<file path="src/rtl/secded32_codec.sv">
module secded32_codec #(
  parameter int DATA_W = 32
) (
  input  logic [DATA_W-1:0]         enc_data_i,
  output logic [DATA_W+6:0]         enc_word_o,
  input  logic [DATA_W+6:0]         dec_word_i,
  output logic [DATA_W-1:0]         dec_data_o,
  output logic [1:0]                dec_status_o
);
  localparam int CHK_W  = 6;
  localparam int WORD_W = DATA_W + CHK_W + 1;
  localparam int LAST   = WORD_W - 1;

  localparam logic [1:0] ST_CLEAN = 2'b00;
  localparam logic [1:0] ST_FIXED = 2'b01;
  localparam logic [1:0] ST_BAD   = 2'b10;

  function automatic logic is_pow2(input int pos);
    return (pos & (pos - 1)) == 0;
  endfunction

  function automatic logic [WORD_W-1:0] scatter(input logic [DATA_W-1:0] d);
    logic [WORD_W-1:0] w;
    int j;
    w = '0;
    j = 0;
    for (int pos = 1; pos <= LAST; pos++) begin
      if (!is_pow2(pos)) begin
        w[pos-1] = d[j];
        j++;
      end
    end
    return w;
  endfunction

  function automatic logic [DATA_W-1:0] gather(input logic [WORD_W-1:0] w);
    logic [DATA_W-1:0] d;
    int j;
    d = '0;
    j = 0;
    for (int pos = 1; pos <= LAST; pos++) begin
      if (!is_pow2(pos)) begin
        d[j] = w[pos-1];
        j++;
      end
    end
    return d;
  endfunction

  function automatic logic [CHK_W-1:0] syndrome(input logic [WORD_W-1:0] w);
    logic [CHK_W-1:0] s;
    s = '0;
    for (int k = 0; k < CHK_W; k++) begin
      for (int pos = 1; pos <= LAST; pos++) begin
        if (((pos >> k) & 1) != 0) s[k] = s[k] ^ w[pos-1];
      end
    end
    return s;
  endfunction

  logic [WORD_W-1:0] enc_word;
  logic [WORD_W-1:0] fixed_word;
  logic [CHK_W-1:0]  syn;
  logic              odd;
  logic [1:0]        status;
  logic [DATA_W-1:0] raw_data;

  always_comb begin
    logic [CHK_W-1:0] chk;
    enc_word = scatter(enc_data_i);
    chk = syndrome(enc_word);
    for (int k = 0; k < CHK_W; k++) enc_word[(1 << k) - 1] = chk[k];
    enc_word[LAST] = ^enc_word[LAST-1:0];
    assert_enc_even_R3: assert (^enc_word == 1'b0)
      else $error("encoded word has odd overall parity");
    assert_enc_syndrome_zero_R2: assert (syndrome(enc_word) == '0)
      else $error("encoded word has nonzero syndrome");
  end

  assign enc_word_o = enc_word;
  assign raw_data   = gather(dec_word_i);

  always_comb begin
    syn        = syndrome(dec_word_i);
    odd        = ^dec_word_i;
    fixed_word = dec_word_i;
    status     = ST_CLEAN;
    if (syn == '0) begin
      if (odd) status = ST_FIXED;
    end else if (odd && int'(syn) <= LAST) begin
      for (int pos = 1; pos <= LAST; pos++) begin
        if (pos == int'(syn)) fixed_word[pos-1] = ~fixed_word[pos-1];
      end
      status = ST_FIXED;
    end else begin
      status = ST_BAD;
    end
  end

  assign dec_data_o   = gather(fixed_word);
  assign dec_status_o = status;

  always_comb begin
    assert_no_undef_status_R9: assert (status != 2'b11)
      else $error("undefined status driven");
    if (status == ST_CLEAN) begin
      assert_clean_passthru_R4: assert (gather(fixed_word) == raw_data)
        else $error("clean word altered on decode");
    end
    if (status == ST_BAD) begin
      assert_bad_uncorrected_R7: assert (fixed_word == dec_word_i)
        else $error("uncorrectable word was modified");
    end
  end
endmodule

</file>
<file path="config.mk">
export PLATFORM = sky130hd
export DESIGN_NAME = secded32_codec
export DESIGN_NICKNAME = d
export VERILOG_FILES = /design/src/rtl/secded32_codec.sv
export SDC_FILE = /design/constraint.sdc
export NUM_CORES = 1
export LEC_CHECK = 0
export BUFFER_PORTS_ARGS = -buffer_cell sky130_fd_sc_hd__buf_2
export CORE_ASPECT_RATIO = 1.1
export CORE_UTILIZATION = 32
export DETAILED_ROUTE_END_ITERATION = 6
export GPL_ROUTABILITY_DRIVEN = 1
export PLACE_DENSITY = 0.69
export SYNTH_ARGS = -nofsm -noshare
export SYNTH_HDL_FRONTEND = slang
export SYNTH_SLANG_ARGS = --single-unit
</file>
<file path="constraint.sdc">
create_clock -name vclk -period 12.3
set_clock_uncertainty 0.15 [all_clocks]
set_input_delay 2.46 -clock vclk [all_inputs]
set_output_delay 2.46 -clock vclk [all_outputs]
set_load 0.03 [all_outputs]
</file>
**Word level (Yosys, flattened, before mapping)**

Cells that the tools add are included.

- Reduce and logical (&&, ||, !) cells: 4
- Bitwise logic cells: 212
- Muxes and demuxes: 43
- Eq/ne operators: 38
- Order comparisons: 1

Operators by type and width:

| cell | number |
|---|---|
| $xor A1 B1 Y1 | 174 |
| $eq A6 B6 Y1 const A | 23 |
| $mux W38 | 2 |
| $eq A5 B6 Y1 const A | 8 |
| $mux W1 | 39 |
| $reduce_xor A39 Y1 | 1 |
| $not A1 Y1 | 38 |
| $reduce_xor A38 Y1 | 1 |
| $eq A4 B6 Y1 const A | 4 |
| $eq A3 B6 Y1 const A | 2 |
| $eq A2 B6 Y1 const A | 1 |
| $le A6 B6 Y1 const B | 1 |
| $logic_not A6 Y1 | 1 |
| $mux W2 | 2 |
| $logic_and A1 B1 Y1 | 1 |

- Output and inout bits: 73
- Word-level logic and storage cells: 298
- Bits of input ports: 71
- Bits in registers: 0

**Longest topological paths before layout**

Gate-level depths: netlist (run 1).

- Depth after elaboration: 22
- Mapped depth: 8
- Mapped depth without buffers: 7

**Least setup slack after synthesis (run 1)**

OpenSTA, ideal clock, no wires.

- Path kind: input to output
- Start: input dec_word_i[13]
- End: output dec_data_o[18]
- Data required time: 9690 ps
- Path slack: 4552 ps
- Stages on the path: 8
- Arrival: 5138 ps
- Cells stage by stage: xnor3_2 > xor3_1 > xnor3_1 > xnor3_2 > or3b_1 > buf_6 > nor4_4 > xor2_1

- Longest elaborated chain between the ends: 17

RTL lines:

| element | line | RTL |
|---|---|---|
| from (decl) | 6 | `input logic [DATA_W+6:0] dec_word_i,` |
| $xor A1 B1 Y1 (13 in series) | 55 | `if (((pos >> k) & 1) != 0) s[k] = s[k] ^ w[pos-1];` |
| $le A6 B6 Y1 / $eq A6 B6 Y1 (equally long branches) | 90, 92 |  |
| $logic_and A1 B1 Y1 / $mux W1 (equally long branches) | 90, 92 |  |
| $mux W38 | 90 | `end else if (odd && int'(syn) <= LAST) begin` |
| $mux W38 * | 88 | `if (syn == '0) begin` |
| to (decl) | 7 | `output logic [DATA_W-1:0] dec_data_o,` |

Every way passes the cells marked *; elsewhere a longest branch is shown, timed or not.

**Worst setup path after layout (run 1)**

- Start: input dec_word_i[16]
- End: output dec_data_o[21]

- Longest elaborated chain between the ends: 19

RTL lines:

| element | line |
|---|---|
| $xor A1 B1 Y1 (15 in series) | 55 |
| $le A6 B6 Y1 / $eq A6 B6 Y1 (equally long branches) | 90, 92 |
| $logic_and A1 B1 Y1 / $mux W1 (equally long branches) | 90, 92 |
| $mux W38 | 90 |
| $mux W38 * | 88 |

Marks and branches as above.

==> results of run 1 <==
## power breakdown
group	internal, mW	switching (mW)	total, mW
combinational	0.216	0.381	0.598
clock	0	0	0
sequential	0	0	0
## per-stage QoR
| stage | hold slack, ps | instances | setup slack, ps | power [mW] |
|---|---|---|---|---|
| 2_1_floorplan | 4900 | 247 | 4550 | 0.473 |
| 3_3_place_gp | 5040 | 443 | 4320 | 0.592 |
| 3_5_place_dp | 5050 | 443 | 4280 | 0.600 |
| 4_1_cts | 5050 | 443 | 4280 | 0.601 |
| 5_1_grt | 5050 | 443 | 4090 | 0.642 |
| 6_report | 5050 | 443 | 4250 | 0.598 |
## synthesized netlist by cell type (all sizes together)
cell	number	area share, %
and2	2	0.54
or3b	2	0.76
nor3b	2	0.65
a31oi	1	0.27
xor2	33	13
xor3	1	1.0
o41ai	1	0.38
nor3	16	5.2
nand2	7	1.1
xnor3	21	21
nand3	14	3.0
nand2b	3	0.82
or2	2	0.54
xnor2	103	40
nor4	1	0.92
nor2	5	0.82
buf	33	11
## final cells by class
class              instances  area, um2
fillers                  713       4090
multi-input cells        214       2050
repair buffers           144        721
well taps                 85        106
## path summary, 6_finish.rpt
kind  slack [ps]  cells after the start             end
min         5050                      2  enc_word_o[27]
max         4250                      9  dec_data_o[21]
## metal layers
layer / share of wire, % / vias up / global-route usage [%]
met3: 8.2 / 4 / 1.09
met4: 1.0 / 0 / 1.29
met5: 0 / - / 0
met2: 52 / 105 / 28.0
li1: - / 1002 / -
met1: 39 / 888 / 15.7
## cells by family after synthesis
family / share of synthesized area, %
xor gates and xnor gates: 74.0
and+or+nand+nor: 14.5
buffers and inverters: 10.9
AOI/OAI and AO/OA: 0.652
==> metrics.cfg, run 1 <==
[run_status]
outcome = finished clean

[sta]
finalHoldViolCount = 0
final.period_utilization_pct = 65.4
tns_ps = 0
drv_slew = 0
finalCriticalPeriod_ps = 8050
relSlewSlack_pct = 47.4
rsz0062_at_grt = false
worstMarginPinSlew_ps = 788
setup_violations = 0
max_freq_mhz = 124

[drt]
wirelength_um = 5530
drc = 0
drtIter0Drc = 65
drtPass1Iterations = 6
vias = 1999
ant_nets = 0
avgViaCountPerCell = 4.51
wl_per_cell_um = 12.5

[setup_path]
crit_path_cell_trace = buf_2 -> xnor3_1 -> xnor3_1 -> xnor2_1 -> xnor3_2 -> nor3b_1 -> nand3_1 -> xnor2_1 -> buf_2
crit_buf_inv = 2
arrival_ps = 5440
critPathKind = in2out
max_stage_delay_ps = 680
cp_top_family = XOR/XNOR gates
end_kind = output port
cp.required_ps = 9690
cp-startpoint = dec_word_i[16]
cp_slowest_cell = nor3b_1
cp_max_fo = 9
crit_path_start_kind = input pin

[floorplan]
fp.dieArea_um2 = 7540
start_util_pct = 33.0
design.core.area_um2 = 6970
fp.dieW_um = 82.9
die_h_um = 91.0
pin_count = 144
num_rows = 32

[layout]
final_cell_mix = buf_2, xnor2_1, xor2_1
drive_gt1_share_pct = 44.7
antennaDiodeCount = 0
layout.nets = 431
register_area_um2 = 0
utilization_pct = 41.3
n_clock_buffer = 0
syn_to_final_growth_pct = 25.0
final_common_cell = buf_2
fin_area_um2 = 2880
numSequentialCells = 0

[logic_synthesis]
synth.distinct_cells = 22
ys_warn_count = 0
ys_seq_area_share_pct = 0
synth_nets = 318
netlist_instances = 247
syn_avg_cell_area_um2 = 9.32
synth.cell_area_um2 = 2300

[placement]
post_dp_cell_area_um2 = 2880
io_buffers = 144
gp_congestion = 0.884
place_hpwl_um = 5160

[pwr]
leakagePower_nw = 1.36
max-vdd-ir-drop_uv = 126
p_per_area_nw_per_um2 = 208

[grt]
grt_use_total_pct = 13.7
grt_pass1_wl_um = 8530
grt_start_max_net_pins = 11
grt_pass1_vias = 1845
antenna_found_initial = 0
overflow = 0

[clock_network]
post_cts_resized = 0
hold_buffers = 0
post-cts-setup-buffers = 0

[run]
cap_violations = 0

[min_path]
hold_path_class = in2out
hold_start = enc_data_i[22]

No activity file was read; power rests on OpenSTA's default activity.
==> run 2: changes to the inputs <==
- clock period: 12.3 -> 7.5 ns (I/O delays scaled with it)
==> metrics.cfg, run 2 (synthesis gave the netlist of run 1 again) <==
[sta]
rsz0062_at_grt = false  ; unchanged
max_freq_mhz = 163
tns_ps = 0  ; unchanged
finalHoldViolCount = 0  ; unchanged
finalCriticalPeriod_ps = 6150
drv_slew = 0  ; unchanged
worstMarginPinSlew_ps = 798  ; was 788 ps
relSlewSlack_pct = 46.7  ; was 47.4%
setup_ws_ps = 1350  ; was 4250 ps
setup_violations = 0  ; unchanged
fin_hold_ws_ps = 3120  ; was 5050 ps
final.period_utilization_pct = 82.0

[floorplan]
pin_count = 144  ; unchanged
num_rows = 32  ; unchanged
start_util_pct = 33.0  ; unchanged
fp.dieW_um = 82.9  ; unchanged
fp.dieArea_um2 = 7540  ; unchanged
die_h_um = 91.0  ; unchanged
design.core.area_um2 = 6970  ; unchanged

[layout]
drive_gt1_share_pct = 44.7  ; unchanged
fillers = 710  ; was 713
utilization_pct = 41.3  ; unchanged
n_clock_buffer = 0  ; unchanged
antennaDiodeCount = 0  ; unchanged
layout.nets = 431  ; unchanged
numSequentialCells = 0  ; unchanged
syn_to_final_growth_pct = 25.0  ; unchanged
register_area_um2 = 0  ; unchanged
final_common_cell = buf_2  ; unchanged
final_cell_mix = buf_2, xnor2_1, xor2_1  ; unchanged

[grt]
overflow = 0  ; unchanged
grt_pass1_wl_um = 8740  ; was 8530 um
antenna_found_initial = 0  ; unchanged
grt_start_max_net_pins = 11  ; unchanged
grt_pass1_vias = 1865  ; was 1845
grt_use_total_pct = 14.0  ; was 13.7%

[drt]
avgViaCountPerCell = 4.58  ; was 4.51
wl_per_cell_um = 12.6  ; was 12.5 um
wirelength_um = 5590  ; was 5530 um
ant_nets = 0  ; unchanged
drtPass1Iterations = 6  ; unchanged
drc = 0  ; unchanged
vias = 2031  ; was 1999
drtIter0Drc = 49  ; was 65

[placement]
place_hpwl_um = 5180  ; was 5160 um
place_ws_ps = 1420  ; was 4280 ps
io_buffers = 144  ; unchanged
gp_congestion = 0.884  ; unchanged

[setup_path]
cp_top_family = XOR/XNOR gates  ; unchanged
crit_path_start_kind = input pin  ; unchanged
cp_slowest_cell = nor3b_1  ; unchanged
arrival_ps = 4500  ; was 5440 ps
critPathKind = in2out  ; unchanged
cp.required_ps = 5850  ; was 9690 ps
max_stage_delay_ps = 680  ; about the same
end_kind = output port  ; unchanged
crit_buf_inv = 2  ; unchanged
crit_path_cell_trace = buf_2 -> xnor3_1 -> xnor3_1 -> xnor2_1 -> xnor3_2 -> nor3b_1 -> nand3_1 -> xnor2_1 -> buf_2  ; unchanged
cp_max_fo = 9  ; unchanged

[clock_network]
post_cts_resized = 0  ; unchanged
post-cts-setup-buffers = 0  ; unchanged
hold_buffers = 0  ; unchanged

[min_path]
whs_path_depth = 2  ; unchanged
hold_end = enc_word_o[16]  ; was enc_word_o[27]
hold_start = enc_data_i[11]  ; was enc_data_i[22]
hold_path_class = in2out  ; unchanged

[pwr]
max-vdd-ir-drop_uv = 286  ; was 126 uV
leakagePower_nw = 1.36  ; unchanged
p_per_area_nw_per_um2 = 342  ; was 208 nW/um2

[run]
cap_violations = 0  ; unchanged

[run_status]
outcome = finished clean  ; unchanged

[run 2: cell counts in the layout (fill, tap and decap cells not counted)]
Identical to the previous run, type by type.
[run 2: report_power, final]
part,total [mW],switching (mW),internal (mW)
clock,0,0,0
sequential,0,0,0
combinational,0.985,0.631,0.355
[run 2: routing by layer]
metal / share of wire (%) / up-vias / global-route usage [%]
li1: - / 1002 / -
met1: 39 / 922 / 16.0
met2: 52 / 102 / 28.3
met3: 7.8 / 5 / 1.64
met4: 1.1 / 0 / 1.29
met5: 0 / - / 0
[run 2: area by class of cell]
class / count / area (um2) / share of cell area [%]
repair buffers: 144 / 721 / 25.0
multi-input cells: 214 / 2050 / 71.3
well taps: 85 / 106 / 3.70
[run 2: worst max-delay path by stage]
| stage | startpoint | end | slack (ps) | cells after the start |
|---|---|---|---|---|
| after CTS | dec_word_i[16] | dec_data_o[19] | 1420 | 9 |
| after floorplan | dec_word_i[13] | dec_data_o[18] | 1670 | 8 |
| final | dec_word_i[16] | dec_data_o[19] | 1350 | 9 |
| after detailed placement | dec_word_i[16] | dec_data_o[19] | 1420 | 9 |
| after global routing | dec_word_i[16] | dec_data_o[19] | 1220 | 9 |
| after global placement | dec_word_i[16] | dec_data_o[20] | 1440 | 9 |
[run 2: metrics by stage]
stage | instances | total power [mW] | area, um2
floorplan | 247 | 0.775 | 2300
detailed placement | 443 | 0.984 | 2880
CTS | 443 | 0.986 | 2880
finish | 443 | 0.985 | 2880
global route | 443 | 1.06 | 2880
global placement | 443 | 0.972 | 2880
==> run 3: changes to the inputs <==
- ABC_AREA: unset -> 1
- PLACE_DENSITY: 0.69 -> 0.6
- clock period: 7.5 -> 6 ns (I/O delays scaled with it)
==> metrics.cfg, run 3 <==
[layout]
final_common_cell = nand2_1  ; was buf_2
n_clock_buffer = 0  ; unchanged
antennaDiodeCount = 0  ; unchanged
numSequentialCells = 0  ; unchanged
syn_to_final_growth_pct = 11.7  ; was 25.0%
fillers = 1718  ; was 710
layout.nets = 1183  ; was 431
utilization_pct = 36.8  ; was 41.3%
register_area_um2 = 0  ; unchanged
drive_gt1_share_pct = 16.5  ; was 44.7%
final_cell_mix = nand2_1, buf_2, nand3_1  ; was buf_2, xnor2_1, xor2_1

[clock_network]
post-cts-setup-buffers = 0  ; unchanged
post_cts_resized = 0  ; unchanged
hold_buffers = 0  ; unchanged

[setup_path]
end_kind = output port  ; unchanged
cp_max_fo = 33  ; was 9
critPathCapture = dec_data_o[0]  ; was dec_data_o[19]
critPathKind = in2out  ; unchanged
cp-startpoint = dec_word_i[30]  ; was dec_word_i[16]
crit_path_start_kind = input pin  ; unchanged
arrival_ps = 3910  ; was 4500 ps
cp.required_ps = 4650  ; was 5850 ps

[floorplan]
fp.dieArea_um2 = 15500  ; was 7540 um2
die_h_um = 130  ; was 91.0 um
num_rows = 46  ; was 32
start_util_pct = 33.0  ; about the same
fp.dieW_um = 119  ; was 82.9 um
design.core.area_um2 = 14600  ; was 6970 um2
pin_count = 144  ; unchanged

[min_path]
hold_path_class = in2out  ; unchanged

[drt]
wirelength_um = 15500  ; was 5590 um
drtIter0Drc = 436  ; was 49
drtPass1Iterations = 5  ; was 6
wl_per_cell_um = 11.9  ; was 12.6 um
vias = 6146  ; was 2031
drc = 0  ; unchanged
avgViaCountPerCell = 4.72  ; was 4.58
ant_nets = 0  ; unchanged

[logic_synthesis]
syn_avg_cell_area_um2 = 4.68  ; was 9.32 um2
synth.distinct_cells = 29  ; was 22
synthTopCellsByArea = nand2_1, nand3_1, inv_1, xnor2_1, buf_4  ; was xnor2_1, xnor3_1, xor2_1, buf_4, nor3_2
synth_nets = 1097  ; was 318
synth_top_area_share_pct = 43.5  ; was 38.8%
synthTopCellsByCount = nand2_1, nand3_1, inv_1  ; was xnor2_1, xor2_1, buf_4
ys_warn_count = 0  ; unchanged
synth_top_area_cell = nand2_1  ; was xnor2_1
netlist_instances = 1026  ; was 247
ys_seq_area_share_pct = 0  ; unchanged
yosysMostFrequentCell = nand2_1  ; was xnor2_1
synth.cell_area_um2 = 4800  ; was 2300 um2

[sta]
tns_ps = 0  ; unchanged
finalHoldViolCount = 0  ; unchanged
drv_slew = 0  ; unchanged
rsz0062_at_grt = false  ; unchanged
worstMarginPinSlew_ps = 692  ; was 798 ps
relSlewSlack_pct = 53.9  ; was 46.7%
finalCriticalPeriod_ps = 5260
final.period_utilization_pct = 87.6
setup_violations = 0  ; unchanged
max_freq_mhz = 190

[run]
cap_violations = 0  ; unchanged

[pwr]
total_power_mw = 1.25  ; was 0.985 mW
max-vdd-ir-drop_uv = 151  ; was 286 uV
leakagePower_nw = 3.53  ; was 1.36 nW
p_per_area_nw_per_um2 = 233  ; was 342 nW/um2

[placement]
place_hpwl_um = 13000  ; was 5180 um
gp_congestion = 0.917  ; was 0.884
io_buffers = 144  ; unchanged

[grt]
grt_use_total_pct = 19.3  ; was 14.0%
grt_pass1_wl_um = 24300  ; was 8740 um
grt_pass1_vias = 5119  ; was 1865
overflow = 0  ; unchanged
antenna_found_initial = 1  ; was 0
grt_start_max_net_pins = 34  ; was 11

[run_status]
outcome = finished clean  ; unchanged

## run 3: changes by cell type after synthesis, moves of 17 or more
cell,before,now
nand2_1,7,557
nand3_1,14,129
inv_1,0,105
xnor2_1,102,36
nand4_1,0,26
nor2_1,5,29
xnor3_1,17,0
## run 3: report_power, final
group / leakage, nW / switching (mW) / internal, mW
Clock: 0 / 0 / 0
Combinational: 3.53 / 0.907 / 0.343
Sequential: 0 / 0 / 0
## run 3: logic make-up after synthesis
group                  Yosys count  synth area share, %
AO/OA/AOI/OAI                    6                0.756
XOR/XNOR                        69                 13.1
buffers and inverters          179                 17.9
AND/OR/NAND/NOR                772                 68.2
## run 3: worst min-delay path by stage
stage	endpoint	startpoint	slack, ps	cells past startpoint
detailed placement	enc_word_o[12]	enc_data_i[8]	2540	2
CTS	enc_word_o[12]	enc_data_i[8]	2540	2
global route	enc_word_o[12]	enc_data_i[8]	2550	2
floorplan	enc_word_o[10]	enc_data_i[6]	2380	1
global placement	enc_word_o[12]	enc_data_i[8]	2540	2
finish	enc_word_o[12]	enc_data_i[8]	2540	2
## run 3: routing by layer
metal	share of wire (%)	track usage [%]	vias to the layer above	wire, um
met5	0.084	0	-	13
met1	42	22.8	2643	6460
li1	-	-	3284	-
met3	6.4	1.91	23	995
met4	2.5	4.99	2	387
met2	49	37.1	194	7610
## run 3: final cells by class
type	instances	area [um2]	share of cell area, %
Inverter	116	435	8.12
Multi-Input combinational cell	847	3940	73.5
Tap cell	192	240	4.48
Timing Repair Buffer	147	743	13.9
## run 3: per-stage QoR
| step | setup slack, ps | hold slack, ps | std cells | cell area, um2 |
|---|---|---|---|---|
| final | 741 | 2540 | 1302 | 5360 |
| after global routing | 456 | 2550 | 1302 | 5360 |
| after CTS | 801 | 2540 | 1302 | 5360 |
| after detailed placement | 803 | 2540 | 1302 | 5360 |
| after global placement | 848 | 2540 | 1302 | 5360 |
| after floorplan | 1540 | 2380 | 1026 | 4800 |
## run 3: critical path: stages
cell and delay [ps]:
buf_2 250, inv_1 190, nand2_1 100, nand2_1 50, nand2_1 100, nand2_1 60, nand2_1 80, nand2_1 60
nand2_1 70, nand2_1 50, nand2_1 60, nand2_2 140, nor2_4 390, nand3_4 300, nand2_4 420, nand2_1 110
nand2_1 70, buf_2 190
